===== config.mk =====
export PLATFORM = sky130hd
export DESIGN_NAME = wdt_keyed_top
export DESIGN_NICKNAME = d
export VERILOG_FILES = /design/src/rtl/wdt_keyed_pkg.sv /design/src/rtl/wdt_port_decode.sv /design/src/rtl/wdt_period_sel.sv /design/src/rtl/wdt_keyed_top.sv
export SDC_FILE = /design/constraint.sdc
export NUM_CORES = 1
export LEC_CHECK = 0
export ABC_AREA = 0
export CAP_MARGIN = 20
export CORE_UTILIZATION = 33
export DETAILED_ROUTE_END_ITERATION = 12
export PLACE_DENSITY = 0.63
export SETUP_SLACK_MARGIN = 0.15
export SLEW_MARGIN = 20
export SYNTH_ARGS = -nofsm -noshare
export SYNTH_HDL_FRONTEND = slang
export SYNTH_SLANG_ARGS = --single-unit

===== constraint.sdc =====
create_clock -name clk -period 8.95 [get_ports clk]
set_input_delay 1.79 -clock clk [delete_from_list [all_inputs] [get_ports clk]]
set_output_delay 1.79 -clock clk [all_outputs]
set_load 0.01 [all_outputs]

===== src/rtl/wdt_keyed_pkg.sv =====
package wdt_keyed_pkg;

    // Decoded action requested by a write to the command port
    typedef enum logic [1:0] {
        CMD_NONE  = 2'd0,
        CMD_CLEAR = 2'd1,
        CMD_STOP  = 2'd2
    } wdt_cmd_e;

endpackage


===== src/rtl/wdt_port_decode.sv =====
module wdt_port_decode
    import wdt_keyed_pkg::*;
#(
    parameter int                 ADDR_W    = 16,
    parameter int                 DATA_W    = 8,
    parameter int                 PORT_W    = 8,
    parameter logic [PORT_W-1:0]  MODE_PORT = 8'hF0,
    parameter logic [PORT_W-1:0]  CMD_PORT  = 8'hF1,
    parameter logic [DATA_W-1:0]  KEY_CLEAR = 8'h4E,
    parameter logic [DATA_W-1:0]  KEY_STOP  = 8'hB1
) (
    input  logic              bus_cs,
    input  logic              bus_wr,
    input  logic [ADDR_W-1:0] bus_addr,
    input  logic [DATA_W-1:0] bus_wdata,
    output logic              mode_sel,
    output logic              mode_wr,
    output wdt_cmd_e          cmd
);

    // Upper address bits are masked away so the ports mirror across them
    localparam logic [ADDR_W-1:0] PORT_MASK = ADDR_W'((1 << PORT_W) - 1);

    logic cmd_wr;

    always_comb begin
        mode_sel = bus_cs && ((bus_addr & PORT_MASK) == ADDR_W'(MODE_PORT));
        mode_wr  = mode_sel && bus_wr;
        cmd_wr   = bus_cs && bus_wr && ((bus_addr & PORT_MASK) == ADDR_W'(CMD_PORT));
        cmd      = CMD_NONE;
        if (cmd_wr) begin
            if (bus_wdata == KEY_CLEAR) begin
                cmd = CMD_CLEAR;
            end else if (bus_wdata == KEY_STOP) begin
                cmd = CMD_STOP;
            end
        end
    end

endmodule


===== src/rtl/wdt_period_sel.sv =====
module wdt_period_sel #(
    parameter int BASE_LOG2 = 16,
    parameter int SEL_W     = 2,
    parameter int CNT_W     = BASE_LOG2 + 2 * ((1 << SEL_W) - 1) + 1
) (
    input  logic [SEL_W-1:0] sel,
    output logic [CNT_W-1:0] limit
);

    localparam int N_SEL = 1 << SEL_W;

    logic [CNT_W-1:0] period_tbl [N_SEL];

    // Each selector step lengthens the period by a factor of four
    for (genvar g = 0; g < N_SEL; g++) begin : g_period
        assign period_tbl[g] = CNT_W'(1) << (BASE_LOG2 + 2 * g);
    end

    assign limit = period_tbl[sel];

endmodule


===== src/rtl/wdt_keyed_top.sv =====
module wdt_keyed_top
    import wdt_keyed_pkg::*;
#(
    parameter int                 ADDR_W     = 16,
    parameter int                 DATA_W     = 8,
    parameter int                 PORT_W     = 8,
    parameter logic [PORT_W-1:0]  MODE_PORT  = 8'hF0,
    parameter logic [PORT_W-1:0]  CMD_PORT   = 8'hF1,
    parameter logic [DATA_W-1:0]  KEY_CLEAR  = 8'h4E,
    parameter logic [DATA_W-1:0]  KEY_STOP   = 8'hB1,
    parameter logic [DATA_W-1:0]  MODE_RESET = 8'hFB,
    parameter int                 EN_BIT     = 7,
    parameter int                 SEL_LSB    = 5,
    parameter int                 SEL_W      = 2,
    parameter int                 BASE_LOG2  = 16
) (
    input  logic              clk,
    input  logic              rst_n,
    input  logic              bus_cs,
    input  logic              bus_wr,
    input  logic [ADDR_W-1:0] bus_addr,
    input  logic [DATA_W-1:0] bus_wdata,
    output logic [DATA_W-1:0] bus_rdata,
    output logic              wdt_timeout
);

    // Wide enough to hold the longest period value itself
    localparam int CNT_W = BASE_LOG2 + 2 * ((1 << SEL_W) - 1) + 1;

    typedef struct packed {
        logic [DATA_W-1:0] mode;
        logic              run;
        logic              expired;
        logic [CNT_W-1:0]  count;
    } wdt_state_t;

    localparam wdt_state_t ST_RESET = '{
        mode:    MODE_RESET,
        run:     MODE_RESET[EN_BIT],
        expired: 1'b0,
        count:   '0
    };

    wdt_state_t       st_d;
    wdt_state_t       st_q;
    logic             mode_sel;
    logic             mode_wr;
    wdt_cmd_e         cmd;
    logic [CNT_W-1:0] limit;
    logic [CNT_W-1:0] count_nx;
    logic             enable_rise;

    wdt_port_decode #(
        .ADDR_W   (ADDR_W),
        .DATA_W   (DATA_W),
        .PORT_W   (PORT_W),
        .MODE_PORT(MODE_PORT),
        .CMD_PORT (CMD_PORT),
        .KEY_CLEAR(KEY_CLEAR),
        .KEY_STOP (KEY_STOP)
    ) u_decode (
        .bus_cs   (bus_cs),
        .bus_wr   (bus_wr),
        .bus_addr (bus_addr),
        .bus_wdata(bus_wdata),
        .mode_sel (mode_sel),
        .mode_wr  (mode_wr),
        .cmd      (cmd)
    );

    wdt_period_sel #(
        .BASE_LOG2(BASE_LOG2),
        .SEL_W    (SEL_W),
        .CNT_W    (CNT_W)
    ) u_period (
        .sel  (st_q.mode[SEL_LSB +: SEL_W]),
        .limit(limit)
    );

    always_comb begin
        st_d        = st_q;
        count_nx    = st_q.count + CNT_W'(1);
        enable_rise = mode_wr && !st_q.mode[EN_BIT] && bus_wdata[EN_BIT];

        // Free-running count; stops and holds on reaching the period
        if (st_q.run) begin
            st_d.count = count_nx;
            if (count_nx >= limit) begin
                st_d.expired = 1'b1;
                st_d.run     = 1'b0;
            end
        end

        // Settings write; a rising enable restarts from zero
        if (mode_wr) begin
            st_d.mode = bus_wdata;
            if (enable_rise) begin
                st_d.count   = '0;
                st_d.expired = 1'b0;
                st_d.run     = 1'b1;
            end
        end

        // Key commands
        case (cmd)
            CMD_CLEAR: begin
                st_d.count   = '0;
                st_d.expired = 1'b0;
                st_d.run     = st_q.run || st_q.mode[EN_BIT];
            end
            CMD_STOP: begin
                if (!st_q.mode[EN_BIT]) begin
                    st_d.run = 1'b0;
                end
            end
            default: ;
        endcase
    end

    always_ff @(posedge clk or negedge rst_n) begin
        if (!rst_n) begin
            st_q <= ST_RESET;
        end else begin
            st_q <= st_d;
        end
    end

    assign bus_rdata   = mode_sel ? st_q.mode : '0;
    assign wdt_timeout = st_q.expired;

endmodule


# [After elaboration in Yosys (flattened, before gate mapping)]
# Index checks and enable logic that the tools add are counted.
[totals] register_bits=33 wordCells=36
[op_classes] add_sub_neg=1 magnitude_cmp=2 eq_ne=6 muxes=14 bitwise=1 n_reduce_logical=8
[op_table] cell="25-bit two-way mux" count=3
[op_table] cell="23-bit binary-select mux with 2-bit select" count=1
[op_table] cell="23-bit two-way mux" count=2
[op_table] cell="8-bit == test (second input constant)" count=3
[op_table] cell="24-bit two-way mux" count=1
[op_table] cell="23-bit by 1-bit adder with 23-bit output (second input constant)" count=1
[op_table] cell="23-bit >= comparator" count=1
[op_table] cell="8-bit by 7-bit == test with 1-bit output (second input constant)" count=1
[op_table] cell="2-bit two-way mux" count=4
[op_table] cell="8-bit two-way mux" count=1
[op_table] cell="1-bit logical AND" count=6
[op_table] cell="3-bit >= comparator (second input constant)" count=1
[op_table] cell="2-bit inverter with 3-bit output" count=1
[op_table] cell="2-bit by 1-bit == test with 1-bit output (second input constant)" count=1
[op_table] cell="2-bit == test (second input constant)" count=1
[op_table] cell="1-bit one-hot mux with 2 select lines" count=1
[op_table] cell="1-bit logical NOT" count=1
[op_table] cell="1-bit logical OR" count=1
[op_table] cell="1-bit two-way mux" count=1

# [Longest topological paths before layout]
# Gate-level depths: netlist of the first run.
[depth] word_depth=11 ltp_mapped=12 ltp_nobuf=12

# [Modules after synthesis]
# From an unflattened synthesis of the first run, not the netlist that was laid out.
[unflattened] hier_cells=322 hier_area_um2=2790.2
[by_module_without_submodules] mod="wdt_keyed_top" instances=1 cells_each=286 area_per_inst_um2=2524.9 seq_area_each_um2=835.8
[by_module_without_submodules] mod="wdt_period_sel" instances=1 cells_each=24 area_per_inst_um2=172.7 seq_area_each_um2=0.0
[by_module_without_submodules] mod="wdt_port_decode" instances=1 cells_each=12 area_per_inst_um2=92.6 seq_area_each_um2=0.0

# [Least setup slack after synthesis of the first run]
# OpenSTA, ideal clock, no wires.
[synth_timing] path_type="input to output" startpoint="input bus_addr[1]" endpoint="output bus_rdata[0]" arrival_ns=2.724 setup_slack_ns=4.436 stages=4 n_path_buf=0 path_cell_list="and4b_1 -> nand3_1 -> nor3_1 -> and2_1"
[synth_via] elab_chain_cells=3
[synth_rtl] item="start: declaration" line="wdt_keyed_top.sv:21" source="input logic [ADDR_W-1:0] bus_addr,"
[synth_rtl] item="8-bit == test" line="wdt_port_decode.sv:27" source="mode_sel = bus_cs && ((bus_addr & PORT_MASK) == ADDR_W'(MODE_PORT));"
[synth_rtl] item="1-bit logical AND" line="wdt_port_decode.sv:27"
[synth_rtl] item="8-bit two-way mux" line="wdt_keyed_top.sv:128" source="assign bus_rdata = mode_sel ? st_q.mode : '0;"
[synth_rtl] item="end: declaration" line="wdt_keyed_top.sv:23" source="output logic [DATA_W-1:0] bus_rdata,"
# No other way between the ends.

# [Worst setup path in the final report of the first run]
[layout_timing] startpoint="input bus_addr[5]" endpoint="output bus_rdata[6]"
# Same word-level chain as after synthesis.

==> reports/qor.log, run 1 <==
[status] status complete, no violations
[die] die width 83.0 um
[grt] GRT Overall Usage 0.147
[timing] number of hold-slack violations in the final timing report 0
[timing] number of setup violations in the final report 0
[detailed_routing] Residual DRC 0
[detailed_routing] sum of routed wire segments on met1 2.21 mm
[worst_setup_path] CP Max Fanout 8
[worst_setup_path] nature of the critical path endpoint output port
[cells_and_area] commonest cells after routing, fill and taps aside sky130_fd_sc_hd__nor2_1 (38), sky130_fd_sc_hd__clkdlybuf4s50_1 (28), sky130_fd_sc_hd__dfrtp_1 (25)
[worst_setup_path] worst setup path class in -> out
[detailed_routing] wire length on met2 2.24 mm
[timing] Setup Total Neg Slack 0 ns
[synth] post-synthesis async set-or-reset flop share 1.00
[synth] synthesized instance count 243
[clock_tree] total CTS buffers 5
[cells_and_area] fin nets 302
[die] Top Ports 37
[timing] Worst Tran Pin Value 0.901 ns
[synth] count of flip-flops with a built-in enable after synthesis 0
[power_and_ir_drop] fraction of power spent switching nets 0.369
[power_and_ir_drop] portion of total power attributed to sequential cells 0.351
[synth] Post-synth top flop sky130_fd_sc_hd__dfrtp_1
[power_and_ir_drop] Peak supply drop 75.6 uV
[power_and_ir_drop] part of the total power dissipated in the clock network 0.222
[clock_tree] clock root buffer sky130_fd_sc_hd__clkbuf_8
[grt] number of antenna violations at the first check in global routing 0
[timing] worst setup skew after layout 0.00834 ns
[die] number of standard-cell rows in the floorplan 29
[clock_tree] Setup Buffers After CTS 0
[clock_tree] # resized after CTS 0
[cells_and_area] antenna fix cells 0
[synth] area of the mapped netlist 2160 sq um
[clock_tree] clock slew at the register clock pins of the worst setup and hold paths 0.06 ns
[detailed_routing] Routed Wire Length 4.65 mm
[hold_path] class of the tightest hold or removal check reg -> reg
[die] Core ar. 6350 sq um
[detailed_routing] detail-routed net length per standard cell 13.4 um
[worst_setup_path] Crit path required time 7.16 ns
[detailed_routing] Via density 5.24
[clock_tree] Hold Buf Count CTS 0
[clock_tree] clock tree from TritonCTS built
[clock_tree] level count of the clock H-tree 2
[worst_setup_path] arrival time at the worst endpoint 3.94 ns
[grt] largest net degree at the start of global routing 34
[cells_and_area] share of the core filled with cells in the final layout 0.407
[synth] syn_nets 276
[placement] Port Buf Inserts 28
[detailed_routing] met3 wire len 94 um
[placement] final estimated routing congestion in global placement 0.808
[die] area of the die 6880 sq um
[die] starting density of the core 0.341
[cells_and_area] synthesis-to-finish area growth 19.6%
[grt] wire length of the first global-routing pass 8.29 mm
[detailed_routing] first-iteration detailed-routing DRC count 68
[timing] Tmin final 5.73 ns
[grt] vias in the first global route 1,805
[job] number of max-capacitance violations reported 0
[detailed_routing] residual antenna-violating net count after detailed routing 0
[power_and_ir_drop] Internal Dissipation 329 uW
[clock_tree] Clock Path Buffers 2
[timing] highest attainable clock frequency 175 MHz
[synth] number of distinct library cells after synthesis 51
[timing] final cycle utilization of the critical path 0.640
[cells_and_area] share of final-layout standard cells stronger than drive strength 1 0.126
[placement] post-detailed-placement half-perimeter wirelength 3.41 mm
[timing] final max-slew violation count 0
[power_and_ir_drop] part of the total power dissipated in combinational logic 0.428
[synth] number of warnings printed during yosys synthesis 0
[detailed_routing] Pre-Repair DR Iteration Count 4
[power_and_ir_drop] cell area power density 202 nW/um^2
[synth] part of the Yosys area used for sequential elements 0.386
[synth] Synth Register Bits 33
[worst_setup_path] kind of start point of the critical path input port
[power_and_ir_drop] net load switching power 193 uW
[detailed_routing] total via count in the routed design 1,817
[cells_and_area] finished layout cell area 2590 sq um
[detailed_routing] highest signal layer in the routed design met4
[timing] RSZ-0062 raised after global routing false
[cells_and_area] commonest non-fill, non-tap cell in the layout sky130_fd_sc_hd__nor2_1
[power_and_ir_drop] leakage component of the power 0.000964 uW
[timing] hold_ws 0.500 ns
[synth] synthesized area per cell 8.90 sq um
[grt] Congestion Overflow GR 0
[die] height of the chip 83.0 um
[clock_tree] Clk Latency, worst-skew pair 0.29 ns
[timing] Max-slew headroom 0.395
[placement] post-detailed-placement cell area 2500 sq um
[clock_tree] Clock Sink Count 33
flip-flops by register name, indices dropped and copies added (netlist names):
signal       flops
wdt_timeout      1
st_q            32
power by group through the flow:
stage | sequential [uW] | combinational, uW | clock [uW]
3_3_place_gp | 185 | 218 | 0
3_5_place_dp | 185 | 223 | 0
2_1_floorplan | 174 | 187 | 0
5_1_grt | 186 | 252 | 127
4_1_cts | 183 | 225 | 122
6_report | 183 | 223 | 116
layer usage:
metal / track usage / up-vias
met2: 0.243 / 14
met4: 0.0611 / 0
met1: 0.188 / 887
li1: - / 907
met5: 0 / -
met3: 0.0308 / 9
path summary, 6_finish.rpt:
kind / startpoint / endpoint / slack, ns / cells after the start
setup / recovery: bus_addr[5] / bus_rdata[6] / 3.22 / 6
hold / removal: st_q[27]$_DFFE_PN0P_ / st_q[27]$_DFFE_PN0P_ / 0.50 / 1
setup reg to reg: st_q[3]$_DFF_PN0_ / wdt_timeout$_DFF_PN0_ / 5.73 / 12
hold reg to reg: st_q[27]$_DFFE_PN0P_ / st_q[27]$_DFFE_PN0P_ / 0.50 / 1
max in group asynchronous: rst_n / st_q[28]$_DFFE_PN1P_ / 6.70 / 2
min in group asynchronous: rst_n / st_q[16]$_DFF_PN0_ / 1.90 / 2
final cells by class:
cell class                      count  area [sq um]
Clock buffer                        8          90.1
Fill cell                         647          3760
Inverter                            3          11.3
Multi-Input combinational cell    196          1260
Sequential cell                    33           836
Tap cell                           77          96.3
Timing Repair Buffer               30           295
per-stage QoR:
step,setup slack [ns],std cells,total power (uW)
final,3.22,347,522
after global routing,3.03,347,565
after CTS,3.17,347,529
after detailed placement,3.17,339,408
after global placement,3.16,339,403
after floorplan,4.44,243,361
logic make-up after synthesis:
logic type                 synth area share
and+or+nand+nor                       0.319
DFF                                   0.386
xor gates and xnor gates              0.113
AOI/OAI and AO/OA                    0.0694
buffers and inverters                0.0318
muxes                                0.0509
adders and majority gates            0.0289
Yosys cell counts (2+ instances only):
cell type | count | share of area
sky130_fd_sc_hd__a211oi_1 | 2 | 0.0069
sky130_fd_sc_hd__a21oi_1 | 3 | 0.0069
sky130_fd_sc_hd__and2_1 | 9 | 0.026
sky130_fd_sc_hd__and3_1 | 5 | 0.014
sky130_fd_sc_hd__and4_1 | 2 | 0.0081
sky130_fd_sc_hd__and4b_1 | 2 | 0.0093
sky130_fd_sc_hd__buf_2 | 7 | 0.016
sky130_fd_sc_hd__clkbuf_1 | 2 | 0.0035
sky130_fd_sc_hd__dfrtp_1 | 25 | 0.29
sky130_fd_sc_hd__dfstp_2 | 8 | 0.097
sky130_fd_sc_hd__ha_1 | 5 | 0.029
sky130_fd_sc_hd__inv_1 | 3 | 0.0052
sky130_fd_sc_hd__mux2_2 | 8 | 0.042
sky130_fd_sc_hd__mux2i_1 | 2 | 0.0093
sky130_fd_sc_hd__nand2_1 | 23 | 0.040
sky130_fd_sc_hd__nand2b_1 | 2 | 0.0058
sky130_fd_sc_hd__nand3_1 | 16 | 0.037
sky130_fd_sc_hd__nand4_1 | 7 | 0.020
sky130_fd_sc_hd__nor2_1 | 38 | 0.066
sky130_fd_sc_hd__nor3_1 | 8 | 0.019
sky130_fd_sc_hd__nor4_1 | 5 | 0.014
sky130_fd_sc_hd__o21ai_0 | 2 | 0.0046
sky130_fd_sc_hd__or2_2 | 5 | 0.014
sky130_fd_sc_hd__xnor2_1 | 10 | 0.040
sky130_fd_sc_hd__xor2_1 | 18 | 0.073
critical path, stage by stage:
cell and delay [ns]:
sky130_fd_sc_hd__clkdlybuf4s50_1 0.45, sky130_fd_sc_hd__and4b_1 0.21, sky130_fd_sc_hd__nand3_1 0.11, sky130_fd_sc_hd__nor3_1 0.61, sky130_fd_sc_hd__and2_1 0.21, sky130_fd_sc_hd__clkdlybuf4s50_1 0.56
Power figures use the tool's default switching activity.
==> run 2, diff against run 1 <==
- clock period: 8.95 -> 5.8 ns (I/O delays scaled with it)
==> run 2 against run 1 <==
  * Wire length shrank 2.6%
  * Clock-buffer cell count is the same
  * Cell count grew 0.29%
  * Via count shrank 0.33%
  * Clock skew grew 0.0025 ns
  * Die area is the same
  * Largest power group unchanged
==> reports/qor.log, run 2 (same netlist as run 1, synthesis figures left out) <==
[clock_tree] Clock Path Buffers 2 [unchanged]
[timing] number of hold-slack violations in the final timing report 0 [unchanged]
[cells_and_area] antenna fix cells 0 [unchanged]
[timing] Setup Total Neg Slack 0 ns [unchanged]
[worst_setup_path] CP Max Fanout 8 [unchanged]
[status] status complete, no violations [unchanged]
[grt] number of antenna violations at the first check in global routing 0 [unchanged]
[detailed_routing] wire length on met2 2.13 mm [was 2.24 mm]
[cells_and_area] commonest cells after routing, fill and taps aside sky130_fd_sc_hd__nor2_1 (38), sky130_fd_sc_hd__clkdlybuf4s50_1 (28), sky130_fd_sc_hd__dfrtp_1 (25) [unchanged]
[clock_tree] total CTS buffers 5 [unchanged]
[timing] worst setup skew after layout 0.0108 ns [was 0.00834 ns]
[detailed_routing] Pre-Repair DR Iteration Count 4 [unchanged]
[clock_tree] level count of the clock H-tree 2 [unchanged]
[worst_setup_path] Crit path required time 4.64 ns [was 7.16 ns]
[worst_setup_path] R2R setup slack 2.58 ns [was 5.73 ns]
[detailed_routing] Residual DRC 0 [unchanged]
[clock_tree] Hold Buf Count CTS 0 [unchanged]
[hold_path] worst hold path cell count 1 [unchanged]
[grt] largest net degree at the start of global routing 34 [unchanged]
[worst_setup_path] worst flop-to-flop path endpoint wdt_timeout$_DFF_PN0_ [unchanged]
[hold_path] launch point of the worst hold path st_q[27]$_DFFE_PN0P_ [unchanged]
[cells_and_area] synthesis-to-finish area growth 20.0% [was 19.6%]
[worst_setup_path] slowest library cell on the worst path sky130_fd_sc_hd__nor3_1 [unchanged]
[die] starting density of the core 0.341 [unchanged]
[power_and_ir_drop] cell area power density 311 nW/um^2 [was 202 nW/um^2]
[clock_tree] clock tree from TritonCTS built [unchanged]
[grt] Congestion Overflow GR 0 [unchanged]
[clock_tree] Clock Sink Count 33 [unchanged]
[timing] Worst Tran Pin Value 0.707 ns [was 0.901 ns]
[detailed_routing] Via density 5.20 [was 5.24]
[detailed_routing] Routed Wire Length 4.53 mm [was 4.65 mm]
[worst_setup_path] nature of the critical path endpoint output port [unchanged]
[placement] placed insts 340 [was 339]
[worst_setup_path] arrival time at the worst endpoint 3.26 ns [was 3.94 ns]
[timing] final max-slew violation count 0 [unchanged]
[clock_tree] Clk Latency, worst-skew pair 0.29 ns [about the same]
[worst_setup_path] Worst R2R Path Depth 12 [unchanged]
[timing] number of setup violations in the final report 0 [unchanged]
[detailed_routing] detail-routed net length per standard cell 13.0 um [was 13.4 um]
[placement] final estimated routing congestion in global placement 0.815 [was 0.808]
[job] number of max-capacitance violations reported 0 [unchanged]
[cells_and_area] commonest non-fill, non-tap cell in the layout sky130_fd_sc_hd__nor2_1 [unchanged]
[timing] RSZ-0062 raised after global routing false [unchanged]
[hold_path] worst hold path endpoint st_q[27]$_DFFE_PN0P_ [unchanged]
[timing] final cycle utilization of the critical path 0.762
[die] area of the die 6880 sq um [unchanged]
[power_and_ir_drop] Peak supply drop 122 uV [was 75.6 uV]
[timing] highest attainable clock frequency 226 MHz
[die] number of standard-cell rows in the floorplan 29 [unchanged]
[worst_setup_path] launching point of the worst reg2reg path st_q[3]$_DFF_PN0_ [unchanged]
[timing] Tmin final 4.42 ns
[hold_path] class of the tightest hold or removal check reg -> reg [unchanged]
[detailed_routing] met3 wire len 112 um [was 94 um]
[die] height of the chip 83.0 um [unchanged]
[clock_tree] clock root buffer sky130_fd_sc_hd__clkbuf_8 [unchanged]
[worst_setup_path] cell family with the largest share of critical-path delay simple AND/OR/NAND/NOR gates [unchanged]
[grt] GRT Overall Usage 0.141 [was 0.147]
[cells_and_area] fin nets 303 [was 302]
[detailed_routing] first-iteration detailed-routing DRC count 129 [was 68]
[worst_setup_path] kind of start point of the critical path input port [unchanged]
[clock_tree] # resized after CTS 0 [unchanged]
[timing] hold_ws 0.497 ns [was 0.500 ns]
[detailed_routing] total via count in the routed design 1,811 [was 1,817]
[timing] Max-slew headroom 0.525 [was 0.395]
[placement] Port Buf Inserts 28 [unchanged]
[grt] vias in the first global route 1,733 [was 1,805]
[worst_setup_path] buffering stage count on the worst path with inverters included 2 [unchanged]
[cells_and_area] Most flops, register st_q [unchanged]
[worst_setup_path] critical-path cell list clkdlybuf4s50_1, and4b_1, nand3_1, nor3_1, and2_1, clkdlybuf4s50_1 [unchanged]
[placement] setup slack after placement 1.35 ns [was 3.17 ns]
[cells_and_area] number of non-filler instances in the completed layout 348 [was 347]
[timing] post-route setup slack 1.38 ns [was 3.22 ns]
[worst_setup_path] CP max stage delay 0.59 ns [was 0.61 ns]
[worst_setup_path] worst setup path class in -> out [unchanged]
[clock_tree] Setup Buffers After CTS 0 [unchanged]
[detailed_routing] sum of routed wire segments on met1 2.22 mm [was 2.21 mm]
[worst_setup_path] cell seen most often among critical-path stages sky130_fd_sc_hd__clkdlybuf4s50_1 [unchanged]
[cells_and_area] share of final-layout standard cells stronger than drive strength 1 0.129 [was 0.126]
[power_and_ir_drop] leakage component of the power 0.000969 uW [was 0.000964 uW]
[die] Core ar. 6350 sq um [unchanged]
[cells_and_area] flip-flop count of the largest register, all copies and words added 32 [unchanged]
[clock_tree] clock slew at the register clock pins of the worst setup and hold paths 0.06 ns [about the same]
[grt] wire length of the first global-routing pass 8.02 mm [was 8.29 mm]
[detailed_routing] residual antenna-violating net count after detailed routing 0 [unchanged]
[detailed_routing] highest signal layer in the routed design met4 [unchanged]
[cells_and_area] Fill cells 650 [was 647]
[die] die width 83.0 um [unchanged]
[power_and_ir_drop] total power after layout 807 uW [was 522 uW]
[die] Top Ports 37 [unchanged]
[placement] post-detailed-placement half-perimeter wirelength 3.31 mm [was 3.41 mm]
run 2: cell types whose count changed in the layout (fill, tap and decap cells not counted), sizes merged:
cell / previous run / this run
buf: 2 / 3
run 2: worst max-delay path by stage:
stage	startpoint	to	slack [ns]	cells after the start
5_1_grt	bus_addr[5]	bus_rdata[2]	1.21	6
2_1_floorplan	bus_addr[1]	bus_rdata[0]	2.55	4
3_5_place_dp	bus_addr[5]	bus_rdata[6]	1.35	6
3_3_place_gp	bus_addr[5]	bus_rdata[6]	1.32	6
4_1_cts	bus_addr[5]	bus_rdata[6]	1.35	6
6_report	bus_addr[5]	bus_rdata[5]	1.38	6
run 2: cell type report:
| class | count | area [sq um] | area share |
|---|---|---|---|
| well taps | 77 | 96.3 | 0.0371 |
| inverters | 3 | 11.3 | 0.00434 |
| multi-input cells | 196 | 1260 | 0.485 |
| repair buffers | 31 | 303 | 0.117 |
| flip-flops and latches | 33 | 836 | 0.322 |
| clock buffers | 8 | 90.1 | 0.0347 |
run 2: power breakdown:
part / total (uW) / internal, uW / switching (uW)
clock network: 181 / 96.8 / 84.2
logic: 344 / 160 / 183
registers: 282 / 251 / 31.3
run 2: through the flow:
stage / area, sq um / utilization
2_1_floorplan: 2160 / -
4_1_cts: 2590 / 0.409
6_report: 2590 / 0.409
5_1_grt: 2590 / 0.409
3_3_place_gp: 2500 / 0.394
3_5_place_dp: 2500 / 0.394
run 2: metal layers:
metal  up-vias  global-route usage
li1        902                   -
met1       881               0.189
met2        21               0.228
met3         7              0.0268
met4         0              0.0470
met5         -                   0
==> run 3, diff against run 2 <==
- PLACE_DENSITY: 0.63 -> 0.65
- clock period: 5.8 -> 3.8 ns (I/O delays scaled with it)
==> run 3 against run 2 <==
  * Clock power is 59% higher
  * Non-clock buffer count did not move
  * Core utilization rose by 0.18 points
  * Highest routed layer unchanged
  * Critical endpoint is now bus_rdata[6]
  * Hold slack better by 0.020 ns
  * Sequential power increased by 53%
  * Via count is 1.3% lower
==> reports/qor.log, run 3 (same netlist as run 1, synthesis figures left out) <==
[status] status complete, no violations [unchanged]
[timing] Max-slew headroom 0.576 [was 0.525]
[clock_tree] level count of the clock H-tree 2 [unchanged]
[placement] post-detailed-placement half-perimeter wirelength 3.26 mm [was 3.31 mm]
[worst_setup_path] nature of the critical path endpoint output port [unchanged]
[worst_setup_path] CP Max Fanout 8 [unchanged]
[clock_tree] clock tree from TritonCTS built [unchanged]
[timing] Worst Tran Pin Value 0.630 ns [was 0.707 ns]
[grt] Congestion Overflow GR 0 [unchanged]
[worst_setup_path] kind of start point of the critical path input port [unchanged]
[die] number of standard-cell rows in the floorplan 29 [unchanged]
[grt] GRT Overall Usage 0.136 [was 0.141]
[detailed_routing] first-iteration detailed-routing DRC count 119 [was 129]
[placement] Port Buf Inserts 28 [unchanged]
[clock_tree] clock slew at the register clock pins of the worst setup and hold paths 0.07 ns [was 0.06 ns]
[cells_and_area] commonest cells after routing, fill and taps aside sky130_fd_sc_hd__nor2_1 (38), sky130_fd_sc_hd__clkdlybuf4s50_1 (28), sky130_fd_sc_hd__dfrtp_1 (25) [unchanged]
[worst_setup_path] R2R setup slack 0.54 ns [was 2.58 ns]
[cells_and_area] share of final-layout standard cells stronger than drive strength 1 0.137 [was 0.129]
[clock_tree] clock root buffer sky130_fd_sc_hd__clkbuf_8 [unchanged]
[cells_and_area] antenna fix cells 0 [unchanged]
[timing] RSZ-0062 raised after global routing false [unchanged]
[clock_tree] Setup Buffers After CTS 0 [unchanged]
[grt] wire length of the first global-routing pass 7.69 mm [was 8.02 mm]
[timing] number of setup violations in the final report 0 [unchanged]
[die] Top Ports 37 [unchanged]
[cells_and_area] commonest non-fill, non-tap cell in the layout sky130_fd_sc_hd__nor2_1 [unchanged]
[timing] Setup Total Neg Slack 0 ns [unchanged]
[timing] number of hold-slack violations in the final timing report 0 [unchanged]
[clock_tree] total CTS buffers 5 [unchanged]
[timing] hold_ws 0.517 ns [was 0.497 ns]
[cells_and_area] fin nets 303 [unchanged]
[die] height of the chip 83.0 um [unchanged]
[timing] worst setup skew after layout 0.00490 ns [was 0.0108 ns]
[timing] highest attainable clock frequency 305 MHz
[cells_and_area] Most flops, register st_q [unchanged]
[timing] Tmin final 3.28 ns
[detailed_routing] Pre-Repair DR Iteration Count 4 [unchanged]
[die] Core ar. 6350 sq um [unchanged]
[job] number of max-capacitance violations reported 0 [unchanged]
[power_and_ir_drop] leakage component of the power 0.000978 uW [was 0.000969 uW]
[detailed_routing] residual antenna-violating net count after detailed routing 0 [unchanged]
[die] starting density of the core 0.341 [unchanged]
[grt] vias in the first global route 1,724 [was 1,733]
[worst_setup_path] worst setup path class in -> out [unchanged]
[clock_tree] Clock Sink Count 33 [unchanged]
[clock_tree] # resized after CTS 0 [unchanged]
[cells_and_area] flip-flop count of the largest register, all copies and words added 32 [unchanged]
[detailed_routing] Residual DRC 0 [unchanged]
[clock_tree] Hold Buf Count CTS 0 [unchanged]
[detailed_routing] detail-routed net length per standard cell 12.6 um [was 13.0 um]
[detailed_routing] Routed Wire Length 4.40 mm [was 4.53 mm]
[placement] final estimated routing congestion in global placement 0.844 [was 0.815]
[timing] final cycle utilization of the critical path 0.863
[clock_tree] Clock Path Buffers 2 [unchanged]
[detailed_routing] total via count in the routed design 1,788 [was 1,811]
[die] die width 83.0 um [unchanged]
[worst_setup_path] arrival time at the worst endpoint 2.52 ns [was 3.26 ns]
[grt] number of antenna violations at the first check in global routing 0 [unchanged]
[timing] final max-slew violation count 0 [unchanged]
[cells_and_area] synthesis-to-finish area growth 20.5% [was 20.0%]
[detailed_routing] Via density 5.14 [was 5.20]
[grt] largest net degree at the start of global routing 34 [unchanged]
[hold_path] class of the tightest hold or removal check reg -> reg [unchanged]
[worst_setup_path] Crit path required time 3.04 ns [was 4.64 ns]
[clock_tree] Clk Latency, worst-skew pair 0.28 ns [was 0.29 ns]
[power_and_ir_drop] Peak supply drop 236 uV [was 122 uV]
[die] area of the die 6880 sq um [unchanged]
[power_and_ir_drop] cell area power density 477 nW/um^2 [was 311 nW/um^2]
## run 3: cell count changes in the layout (fill, tap and decap cells not counted)
cell and change:
sky130_fd_sc_hd__clkbuf_8 +1, sky130_fd_sc_hd__clkbuf_1 -2, sky130_fd_sc_hd__clkinv_2 +1
## run 3: layout make-up
cell class / instances / area, sq um
clock buffer: 7 / 96.3
clock inverter: 1 / 5.00
fill: 622 / 3740
inverter: 3 / 11.3
multi-input combinational: 196 / 1260
sequential: 33 / 836
tap: 77 / 96.3
timing repair buffer: 31 / 303
## run 3: worst max-delay path, stage by stage
cell                              delay [ns]
sky130_fd_sc_hd__clkdlybuf4s50_1        0.45
sky130_fd_sc_hd__and4b_1                0.21
sky130_fd_sc_hd__nand3_1                0.10
sky130_fd_sc_hd__nor3_1                 0.18
sky130_fd_sc_hd__buf_4                  0.17
sky130_fd_sc_hd__and2_1                 0.13
sky130_fd_sc_hd__clkdlybuf4s50_1        0.53
## run 3: metal layers
| layer | share of wire | global-route usage | routed length (um) | vias to the layer above |
|---|---|---|---|---|
| met1 | 0.49 | 0.188 | 2170 | 842 |
| met3 | 0.031 | 0.0268 | 136 | 7 |
| li1 | - | - | - | 906 |
| met2 | 0.46 | 0.214 | 2030 | 33 |
| met4 | 0.013 | 0.0470 | 58 | 0 |
| met5 | 0 | 0 | 0 | - |
## run 3: power breakdown
part | internal [uW] | leakage (uW) | switching [uW]
logic | 245 | 0.000604 | 279
clock network | 164 | 0.0000542 | 124
registers | 383 | 0.000319 | 48.1
total | 791 | 0.000978 | 451
## run 3: worst paths after layout
| kind | start | endpoint | depth (start not counted) |
|---|---|---|---|
| worst max-delay path | bus_addr[5] | bus_rdata[6] | 7 |
| worst min register to register | st_q[27]$_DFFE_PN0P_ | st_q[27]$_DFFE_PN0P_ | 1 |
| max in group asynchronous | rst_n | st_q[32]$_DFFE_PN1P_ | 2 |
| worst max register to register | st_q[3]$_DFF_PN0_ | wdt_timeout$_DFF_PN0_ | 12 |
| min in group asynchronous | rst_n | st_q[27]$_DFFE_PN0P_ | 2 |
| worst min-delay path | st_q[27]$_DFFE_PN0P_ | st_q[27]$_DFFE_PN0P_ | 1 |
## run 3: through the flow
step | cell area [sq um] | utilization | instances | total power (uW) | setup WS [ns]
after floorplan | 2160 | - | 243 | 851 | 0.974
after detailed placement | 2500 | 0.394 | 340 | 962 | 0.512
final | 2610 | 0.410 | 348 | 1240 | 0.522
after global placement | 2500 | 0.394 | 340 | 952 | 0.507
after global routing | 2610 | 0.410 | 348 | 1350 | 0.242
after CTS | 2610 | 0.410 | 348 | 1260 | 0.509
